## config.mk

```make
export PLATFORM = sky130hd
export DESIGN_NAME = sysclk_ratio_sync
export DESIGN_NICKNAME = d
export VERILOG_FILES = /design/src/rtl/srs_pkg.sv /design/src/rtl/srs_sync_stage.sv /design/src/rtl/srs_datapath.sv /design/src/rtl/srs_control.sv /design/src/rtl/sysclk_ratio_sync.sv
export SDC_FILE = /design/constraint.sdc
export NUM_CORES = 1
export LEC_CHECK = 0
export BUFFER_PORTS_ARGS = -buffer_cell sky130_fd_sc_hd__buf_4
export CAP_MARGIN = 20
export CORE_MARGIN = 3
export CORE_UTILIZATION = 40
export CTS_CLUSTER_DIAMETER = 30
export DETAILED_ROUTE_END_ITERATION = 12
export SLEW_MARGIN = 20
export SYNTH_ARGS = -nofsm -noshare
export SYNTH_HDL_FRONTEND = slang
export SYNTH_HIERARCHICAL = 1
export SYNTH_SLANG_ARGS = --single-unit
```

## constraint.sdc

```tcl
create_clock -name sysClk -period 2.55 [get_ports sysClk]
set_input_delay 0.1275 -clock sysClk [delete_from_list [all_inputs] [get_ports sysClk]]
set_output_delay 0.1275 -clock sysClk [all_outputs]
set_load 0.02 [all_outputs]
```

## src/rtl/srs_pkg.sv

```systemverilog
package srs_pkg;

  typedef enum logic [1:0] {
    CLS_BAD = 2'd0,
    CLS_LO  = 2'd1,
    CLS_HI  = 2'd2
  } frameClass_t;

  // control -> datapath
  typedef struct packed {
    logic realignReq;   // reload frame counter on the next frame edge
    logic armWindow;    // phase window checking enabled
    logic useHi;        // frame counter period is the high ratio
    logic running;      // strobe generation enabled
  } ctrlStrobe_t;

  // datapath -> control
  typedef struct packed {
    logic        lrRise;
    logic        tooLong;
    logic        drift;
    frameClass_t measClass;
  } dpEvent_t;

  function automatic frameClass_t classifyLen(input int len, input int lo,
                                              input int hi, input int tol);
    if ((len + tol >= lo) && (len <= lo + tol)) return CLS_LO;
    if ((len + tol >= hi) && (len <= hi + tol)) return CLS_HI;
    return CLS_BAD;
  endfunction

endpackage

```

## src/rtl/srs_sync_stage.sv

```systemverilog
module srs_sync_stage #(
  parameter int STAGES = 2
) (
  input  logic clk,
  input  logic rstN,
  input  logic dIn,
  output logic qOut
);

  logic [STAGES-1:0] shiftQ;

  always_ff @(posedge clk or negedge rstN) begin
    if (!rstN) shiftQ <= '0;
    else       shiftQ <= {shiftQ[STAGES-2:0], dIn};
  end

  assign qOut = shiftQ[STAGES-1];

endmodule

```

## src/rtl/srs_datapath.sv

```systemverilog
module srs_datapath
  import srs_pkg::*;
#(
  parameter int RATIO_LO    = 256,
  parameter int RATIO_HI    = 384,
  parameter int CYC_TOL     = 4,
  parameter int BIT_TOL     = 6,
  parameter int SYNC_STAGES = 2
) (
  input  logic        clk,
  input  logic        rstN,
  input  logic        frameClkIn,
  input  logic        bitClkIn,
  input  ctrlStrobe_t ctl,
  output dpEvent_t    evt,
  output logic        frameStrobe
);

  localparam int MEAS_LIMIT = RATIO_HI + CYC_TOL;
  localparam int MEAS_W     = $clog2(MEAS_LIMIT + 2);
  localparam int FRM_W      = $clog2(RATIO_HI);
  localparam int WIN_W      = $clog2(BIT_TOL + 1);
  localparam logic [MEAS_W-1:0] MEAS_SAT = MEAS_W'(MEAS_LIMIT + 1);
  localparam logic [FRM_W-1:0]  LAST_LO  = FRM_W'(RATIO_LO - 1);
  localparam logic [FRM_W-1:0]  LAST_HI  = FRM_W'(RATIO_HI - 1);
  localparam logic [WIN_W-1:0]  WIN_LAST = WIN_W'(BIT_TOL);

  // ---------------- input synchronizers ----------------
  logic [1:0] rawIn;
  logic [1:0] syncOut;
  assign rawIn = {bitClkIn, frameClkIn};

  for (genvar gi = 0; gi < 2; gi++) begin : g_sync
    srs_sync_stage #(.STAGES(SYNC_STAGES)) u_sync (
      .clk  (clk),
      .rstN (rstN),
      .dIn  (rawIn[gi]),
      .qOut (syncOut[gi])
    );
  end

  logic lrPrev, bitPrev, lrRise, bitRise;

  always_ff @(posedge clk or negedge rstN) begin
    if (!rstN) begin
      lrPrev  <= 1'b0;
      bitPrev <= 1'b0;
    end else begin
      lrPrev  <= syncOut[0];
      bitPrev <= syncOut[1];
    end
  end

  assign lrRise  = syncOut[0] & ~lrPrev;
  assign bitRise = syncOut[1] & ~bitPrev;

  // ---------------- frame length measurement ----------------
  logic [MEAS_W-1:0] measCnt;

  always_ff @(posedge clk or negedge rstN) begin
    if (!rstN)                   measCnt <= MEAS_SAT;
    else if (lrRise)             measCnt <= MEAS_W'(1);
    else if (measCnt != MEAS_SAT) measCnt <= measCnt + 1'b1;
  end

  // ---------------- internal frame counter ----------------
  logic [FRM_W-1:0] frameCnt;
  logic [FRM_W-1:0] periodLast;
  logic             alignLoad, intWrap;

  assign periodLast = ctl.useHi ? LAST_HI : LAST_LO;
  assign alignLoad  = lrRise & ctl.realignReq;
  assign intWrap    = ~alignLoad & (frameCnt >= periodLast);

  always_ff @(posedge clk or negedge rstN) begin
    if (!rstN)                    frameCnt <= '0;
    else if (alignLoad | intWrap) frameCnt <= '0;
    else                          frameCnt <= frameCnt + 1'b1;
  end

  always_ff @(posedge clk or negedge rstN) begin
    if (!rstN) frameStrobe <= 1'b0;
    else       frameStrobe <= intWrap & ctl.running;
  end

  // ---------------- phase window in bit clocks ----------------
  logic             winOpen, winFromLr;
  logic [WIN_W-1:0] winCnt;

  always_ff @(posedge clk or negedge rstN) begin
    if (!rstN) begin
      winOpen   <= 1'b0;
      winFromLr <= 1'b0;
      winCnt    <= '0;
    end else if (!ctl.armWindow) begin
      winOpen <= 1'b0;
      winCnt  <= '0;
    end else if (lrRise && intWrap) begin
      winOpen <= 1'b0;
    end else if (lrRise) begin
      if (winOpen && !winFromLr) begin
        winOpen <= 1'b0;
      end else begin
        winOpen   <= 1'b1;
        winFromLr <= 1'b1;
        winCnt    <= '0;
      end
    end else if (intWrap) begin
      if (winOpen && winFromLr) begin
        winOpen <= 1'b0;
      end else begin
        winOpen   <= 1'b1;
        winFromLr <= 1'b0;
        winCnt    <= '0;
      end
    end else if (winOpen && bitRise) begin
      if (winCnt == WIN_LAST) winOpen <= 1'b0;
      else                    winCnt  <= winCnt + 1'b1;
    end
  end

  assign evt.lrRise    = lrRise;
  assign evt.tooLong   = (measCnt == MEAS_SAT);
  assign evt.drift     = ctl.armWindow & winOpen & bitRise & ~lrRise & ~intWrap
                         & (winCnt == WIN_LAST);
  assign evt.measClass = classifyLen(int'(measCnt), RATIO_LO, RATIO_HI, CYC_TOL);

  // the window never counts past the tolerance
  a_r6_window_bound: assert property (@(posedge clk) disable iff (!rstN)
    winOpen |-> (winCnt <= WIN_LAST));

  // the frame strobe is a single-cycle pulse
  a_r8_strobe_pulse: assert property (@(posedge clk) disable iff (!rstN)
    frameStrobe |=> !frameStrobe);

endmodule

```

## src/rtl/srs_control.sv

```systemverilog
module srs_control
  import srs_pkg::*;
#(
  parameter int INIT_CYCLES = 1024
) (
  input  logic        clk,
  input  logic        rstN,
  input  dpEvent_t    evt,
  output ctrlStrobe_t ctl,
  output logic        ratioHi,
  output logic        syncValid
);

  localparam int INIT_W = $clog2(INIT_CYCLES + 1);
  localparam logic [INIT_W-1:0] INIT_END = INIT_W'(INIT_CYCLES);

  // ---------------- power-on initialization ----------------
  logic [INIT_W-1:0] initCnt;
  logic              initDone;

  always_ff @(posedge clk or negedge rstN) begin
    if (!rstN)               initCnt <= '0;
    else if (!initDone)      initCnt <= initCnt + 1'b1;
  end

  assign initDone = (initCnt == INIT_END);

  // ---------------- ratio lock and resync ----------------
  frameClass_t prevClass;
  logic        locked, resync;

  always_ff @(posedge clk or negedge rstN) begin
    if (!rstN) begin
      prevClass <= CLS_BAD;
      locked    <= 1'b0;
      ratioHi   <= 1'b0;
      resync    <= 1'b0;
    end else if (evt.lrRise) begin
      prevClass <= evt.measClass;
      resync    <= 1'b0;
      if ((evt.measClass != CLS_BAD) && (evt.measClass == prevClass)) begin
        locked  <= 1'b1;
        ratioHi <= (evt.measClass == CLS_HI);
      end else begin
        locked  <= 1'b0;
      end
    end else if (evt.tooLong) begin
      locked    <= 1'b0;
      prevClass <= CLS_BAD;
    end else if (evt.drift) begin
      resync    <= 1'b1;
    end
  end

  assign ctl.realignReq = ~locked | resync;
  assign ctl.armWindow  = locked & ~resync;
  assign ctl.useHi      = ratioHi;
  assign ctl.running    = locked;

  assign syncValid = initDone & locked & ~resync;

  // the ratio flag moves only on a frame edge
  a_r3_ratio_on_edge: assert property (@(posedge clk) disable iff (!rstN)
    !$stable(ratioHi) |-> $past(evt.lrRise));

  // an out-of-window frame drops lock
  a_r4_bad_unlock: assert property (@(posedge clk) disable iff (!rstN)
    (evt.lrRise && evt.measClass == CLS_BAD) |=> !locked);

  // a stalled frame clock drops lock without an edge
  a_r5_stall_unlock: assert property (@(posedge clk) disable iff (!rstN)
    (evt.tooLong && !evt.lrRise) |=> !locked);

  // realignment completes only on a frame edge
  a_r7_realign_edge: assert property (@(posedge clk) disable iff (!rstN)
    $fell(resync) |-> $past(evt.lrRise));

endmodule

```

## src/rtl/sysclk_ratio_sync.sv

```systemverilog
module sysclk_ratio_sync
  import srs_pkg::*;
#(
  parameter int RATIO_LO    = 256,
  parameter int RATIO_HI    = 384,
  parameter int CYC_TOL     = 4,
  parameter int BIT_TOL     = 6,
  parameter int SYNC_STAGES = 2,
  parameter int INIT_CYCLES = 1024
) (
  input  logic sysClk,
  input  logic rawRstN,
  input  logic frameClkIn,
  input  logic bitClkIn,
  output logic ratioIs384,
  output logic syncValid,
  output logic frameStrobe,
  output logic forceMid
);

  ctrlStrobe_t ctl;
  dpEvent_t    evt;
  logic        ratioHi;
  logic        validInt;

  srs_datapath #(
    .RATIO_LO    (RATIO_LO),
    .RATIO_HI    (RATIO_HI),
    .CYC_TOL     (CYC_TOL),
    .BIT_TOL     (BIT_TOL),
    .SYNC_STAGES (SYNC_STAGES)
  ) u_datapath (
    .clk         (sysClk),
    .rstN        (rawRstN),
    .frameClkIn  (frameClkIn),
    .bitClkIn    (bitClkIn),
    .ctl         (ctl),
    .evt         (evt),
    .frameStrobe (frameStrobe)
  );

  srs_control #(
    .INIT_CYCLES (INIT_CYCLES)
  ) u_control (
    .clk       (sysClk),
    .rstN      (rawRstN),
    .evt       (evt),
    .ctl       (ctl),
    .ratioHi   (ratioHi),
    .syncValid (validInt)
  );

  assign ratioIs384 = ratioHi;
  assign syncValid  = validInt;
  assign forceMid   = ~validInt;

endmodule

```

Word level (Yosys, flattened, before mapping)

Cells that the tools add are included.

Add/subtract/negate cells: 5
Multiply operators: 0
Divide/modulo/power cells: 0
Order comparisons: 5
Equal/unequal tests: 16
Shifts and indexed selects: 0
Multiplexer cells: 39
Bitwise operators: 24
Reduce and logical (&&, ||, !) cells: 18

Operators with widths:

| cell                                                                    | number |
|---|---|
| 32-bit by 10-bit >= comparator with 1-bit output, second input constant | 2 |
| 9-bit 2-to-1 mux                                                        | 4 |
| 3-bit 2-to-1 mux                                                        | 8 |
| 1-bit 2-to-1 mux                                                        | 21 |
| 9-bit by 1-bit adder with 9-bit output, second input constant           | 2 |
| 9-bit less-or-equal comparator, second input constant                   | 2 |
| 1-bit AND                                                               | 13 |
| 2-bit 2-to-1 mux                                                        | 6 |
| 4-bit inequality test, second input constant                            | 3 |
| 11-bit by 1-bit adder with 11-bit output, second input constant         | 1 |
| 11-bit == test, second input constant                                   | 1 |
| 9-bit by 3-bit adder with 10-bit output, second input constant          | 1 |
| 5-bit inequality test, second input constant                            | 2 |
| 5-bit AND reduction                                                     | 2 |
| 2-bit nonzero test                                                      | 5 |
| 9-bit == test, second input constant                                    | 1 |
| 9-bit >= comparator                                                     | 1 |
| 9-bit inequality test, second input constant                            | 1 |
| 1-bit NOT                                                               | 9 |
| 1-bit logical AND                                                       | 7 |
| 2-bit AND reduction                                                     | 3 |
| 2-bit by 1-bit inequality test with 1-bit output, second input constant | 2 |
| 2-bit inequality test, second input constant                            | 2 |
| 3-bit by 1-bit adder with 3-bit output, second input constant           | 1 |
| 6 further kinds                                                         | 7 |

Register bits after elaboration: 46
Bits in latches: 0
Bits in writable memories: 0
Bits in read-only memories: 0
Input bits: 4
Logic and storage cells: 122
Memories kept: 0

Longest topological paths before layout

Word-level depth: 11
Gate-level depth with buffers: 9
Gate-level depth less buffers: 9

Hierarchy

Netlist, hierarchy kept.

By module, submodules not included:

| module            | instances | cells an instance | area each (µm²) |
|---|---|---|---|
| srs_datapath      | 1         | 164               | 1541.5 |
| srs_control       | 1         | 69                | 789.5 |
| srs_sync_stage    | 2         | 2                 | 50.0 |
| sysclk_ratio_sync | 1         | 1                 | 3.8 |

Least setup slack after synthesis

OpenSTA, ideal clock, no wires.

Kind: reg2reg
Start point: reg u_control.ratioHi
End point: reg u_datapath.winCnt[0]
Setup time: 0.120 ns
Arrival time: 2.007 ns
Setup slack: 0.423 ns
Cell stages (with the launch flop): 8
Clock period less this slack: 2.127 ns
Cell sequence: dfrtp_1 buf_4 inv_1 ha_1 a21oi_1 o41a_1 mux2_4 a41o_1

Cells in the longest elaborated chain, start to end: 7

Ends and longest elaborated chain:

| element                 | line                | text |
|---|---|---|
| from (decl)             | srs_control.sv:10   | `output logic ratioHi,` |
| from (signal assigned)  | srs_control.sv:43   | `ratioHi <= (evt.measClass == CLS_HI);` |
| 9-bit 2-to-1 mux (*)    | srs_datapath.sv:71  | `assign periodLast = ctl.useHi ? LAST_HI : LAST_LO;` |
| 9-bit >= comparator (*) | srs_datapath.sv:73  | `assign intWrap = ~alignLoad & (frameCnt >= periodLast);` |
| 1-bit AND (*)           | srs_datapath.sv:73  |  |
| 3-bit 2-to-1 mux        | srs_datapath.sv:108 | `end else if (intWrap) begin` |
| 3-bit 2-to-1 mux        | srs_datapath.sv:100 | `end else if (lrRise) begin` |
| 3-bit 2-to-1 mux        | srs_datapath.sv:98  | `end else if (lrRise && intWrap) begin` |
| 3-bit 2-to-1 mux        | srs_datapath.sv:95  | `end else if (!ctl.armWindow) begin` |
| to (signal assigned)    | srs_datapath.sv:118 | `else winCnt <= winCnt + 1'b1;` |
| to (decl)               | srs_datapath.sv:88  | `logic [WIN_W-1:0] winCnt;` |

Mark *: on every way between the ends. The rest lies on a longest branch, timed or not. The select of a mux whose other input is x is not followed.
A chain may end at the register's enable or synchronous reset.

==> results_dict.tcl <==
set metrics [dict create \
    status "finished, final reports clean" \
    cts.htree.levels 2 \
    clock_latency_ns 0.30 \
    diodes 0 \
    root_buffer "clkbuf_8" \
    core-area_sq_mm 0.00571 \
    clk_pin_slew_worst_paths_ns 0.09 \
    grt_busiest_layer "met2" \
    netlist_area_sq_mm 0.00243 \
    p_leak_nw 1.22 \
    drc_errors 0 \
    cts.repair.resized 0 \
    hold_viol_final 0 \
    grt.total_usage_pct 13.6 \
    yosysTopAreaCell "dfrtp_1" \
    grt_max_degree 47 \
    grt_pass1_vias 1741 \
    gr-total-overflow 0 \
    crit_type "reg -> reg" \
    critPathLaunchType "register" \
    synth.most_common_cell "dfrtp_1" \
    maxSlewViolCount 0 \
    finalSetupTns_ns 0 \
    cts_tree "built" \
    crit_slowest_cell "dfstp_2" \
    vias 1712 \
    synth_seq_cells 46 \
    fmax_ghz 0.455 \
    clock-sinks 46 \
    fin_nets 267 \
    clockBufferDepth 2 \
    crit_buf_inv 0 \
    die_h_microns 84.0 \
    period_share_pct 86.2 \
    final_util_pct 47.3 \
    grt_pass1_wl_microns 7890 \
    gr-usage-met1_pct 18.0 \
    final-setup-viol-count 0 \
    ant_nets 0 \
    yosysSeqAreaShare_pct 47.5 \
    cp_top_family "compound AO/OA/AOI/OAI gates" \
    gp_congestion 0.845 \
    async_flop_share_pct 100 \
    synth-edff-count 0 \
    crit_chain "ha_1 > nor3b_1 > o21ai_0 > and3_1 > o21a_1 > xor2_1 > o311ai_0 > nor2b_1" \
    die_w_microns 84.0 \
    dieArea_sq_mm 0.00706 \
    path_max_fanout 7 \
    ir_drop_mv 0.317 \
    pre_cts_slack_ns 0.367 \
    start_util_pct 42.6 \
    hold_class "reg -> reg" \
    port_buffers 7 \
    drt-wirelength-per-cell_microns 13.4 \
    crit_arrival_ns 2.43 \
    rsz0062_at_grt "false" \
    ys.flop_type "dfrtp_1" \
    finClkSkew_ns 0.00903 \
    avgViaCountPerCell 5.27 \
    yosys.cell_types.count 52 \
    num_rows 27 \
    first_pass_iters 4 \
    cts_buffers 5 \
    yosysWarnings 6 \
    slew_headroom_pct 61.3 \
    cp-end-kind "register" \
    max_cap_viol_count 0 \
    drt_iter0_drc 39 \
    synth_nets 253 \
    power_density_mw_per_mm2 617 \
    synth_cells 238 \
    worst_pin_slew_ns 0.581 \
    routed_wl_microns 4350 \
    cp.required_ns 2.79 \
    gr-usage-met2_pct 21.2 \
    place_hpwl_microns 3040 \
    grt_util_met3_pct 3.26 \
    total_power_w 0.00167 \
    syn_area_per_cell_sq_um 10.2 \
    area_growth_pct 11.0 \
    synthTopCellsByCount "dfrtp_1 (42), nor2_1 (22), inv_1 (17)" \
    drive_gt1_share_pct 11.9 \
    min_period_ns 2.20 \
    synth.area.top_cells "dfrtp_1 (43%), xnor2_1 (5.8%), ha_1 (5.7%)" \
    max_stage_delay_ns 0.60 \
    antenna_found_initial 0 \
    ios 8 \
    netlist.area_leader.share_pct 43.2 \
    finalWorstSetupSlack_ns 0.351 \
]
[state kept, by name, summed over array words and instances (netlist names)]
signal,cells
u_datapath/g_sync.u_sync/shiftQ,4
u_control/locked,1
u_datapath/bitPrev,1
u_datapath/frameCnt,9
u_datapath/lrPrev,1
u_control/initCnt,11
u_datapath/winOpen,1
u_control/ratioHi,1
u_control/resync,1
u_datapath/winCnt,3
u_datapath/frameStrobe,1
u_datapath/measCnt,9
u_control/prevClass,2
u_datapath/winFromLr,1
[kinds of logic after synthesis]
family	Yosys count	synth area share, %
adders and majority gates	11	5.65
xor gates and xnor gates	25	8.99
DFF	46	47.5
and+or+nand+nor	91	20.9
muxes	3	1.64
buffers and inverters	24	4.16
AOI/OAI and AO/OA	38	11.2
[cell usage in the layout (no fill, tap or decap), drive strengths merged, types with 2 or more instances in the layout]
cell,instances
nor3,4
nand3,11
a41o,2
a211oi,3
nand2b,5
a21oi,8
mux2,2
inv,17
and2,3
nor4,5
ha,11
nor2,22
dlygate4sd3,3
and4,2
dfrtp,42
dfstp,4
nand3b,3
a31oi,2
buf,10
a22o,2
nand4,8
nor3b,2
nand2,14
clkbuf,7
xor2,9
xnor2,16
and3,7
o21ai,8
[report_power, final]
group	switching (W)	leakage (nW)	internal, W
logic	0.000139	0.585	0.000109
registers	0.0000883	0.583	0.000802
clock network	0.000236	0.0524	0.000293
[layout make-up]
type | count | area (sq um)
flip-flops and latches | 46 | 1160
inverters | 18 | 67.6
well taps | 72 | 90.1
clock buffers | 7 | 76.3
repair buffers | 13 | 105
clock inverters | 1 | 30.0
multi-input cells | 168 | 1180
fillers | 532 | 3010
[worst reg2reg max path, stage by stage (launching register included)]
cell      delay [ns]
dfstp_2         0.60
ha_1            0.18
nor3b_1         0.17
o21ai_0         0.16
and3_1          0.22
o21a_1          0.24
xor2_1          0.18
o311ai_0        0.25
nor2b_1         0.16
[metrics by stage]
stage                     cells  cell area [sq um]  hold WS, ns
after floorplan             238               2430       -0.168
after global placement      314               2570        0.175
after detailed placement    314               2570        0.177
after CTS                   325               2700        0.355
after global routing        325               2700        0.371
final                       325               2700        0.351
[final timing paths]
path | start | end | slack [ns] | depth (start not counted)
min in group asynchronous | rawRstN | u_datapath/frameStrobe | 0.36 | 2
max in group asynchronous | rawRstN | u_control/initCnt[8] | 1.78 | 2
setup / recovery | u_datapath/measCnt[2] | u_control/locked | 0.35 | 8
hold / removal | u_datapath/g_sync[0].u_sync/shiftQ[0] | u_datapath/g_sync[0].u_sync/shiftQ[1] | 0.35 | 0
hold reg to reg | u_datapath/g_sync[0].u_sync/shiftQ[0] | u_datapath/g_sync[0].u_sync/shiftQ[1] | 0.35 | 0
setup reg to reg | u_datapath/measCnt[2] | u_control/locked | 0.35 | 8
[what timing repair did]
item,CTS,global route
setup endpoints to repair,0,0
hold buffers,3,0
buffers inserted,0,0
endpoints found under the hold margin,44,0
[metal layers]
metal | vias to the layer above | part of all wire [%] | wire (microns)
met5 | - | 0 | 0
met4 | 0 | 1.6 | 70
met3 | 7 | 2.9 | 128
met2 | 18 | 44 | 1910
met1 | 819 | 51 | 2230
li1 | 868 | - | -
Power figures use the tool's default switching activity.
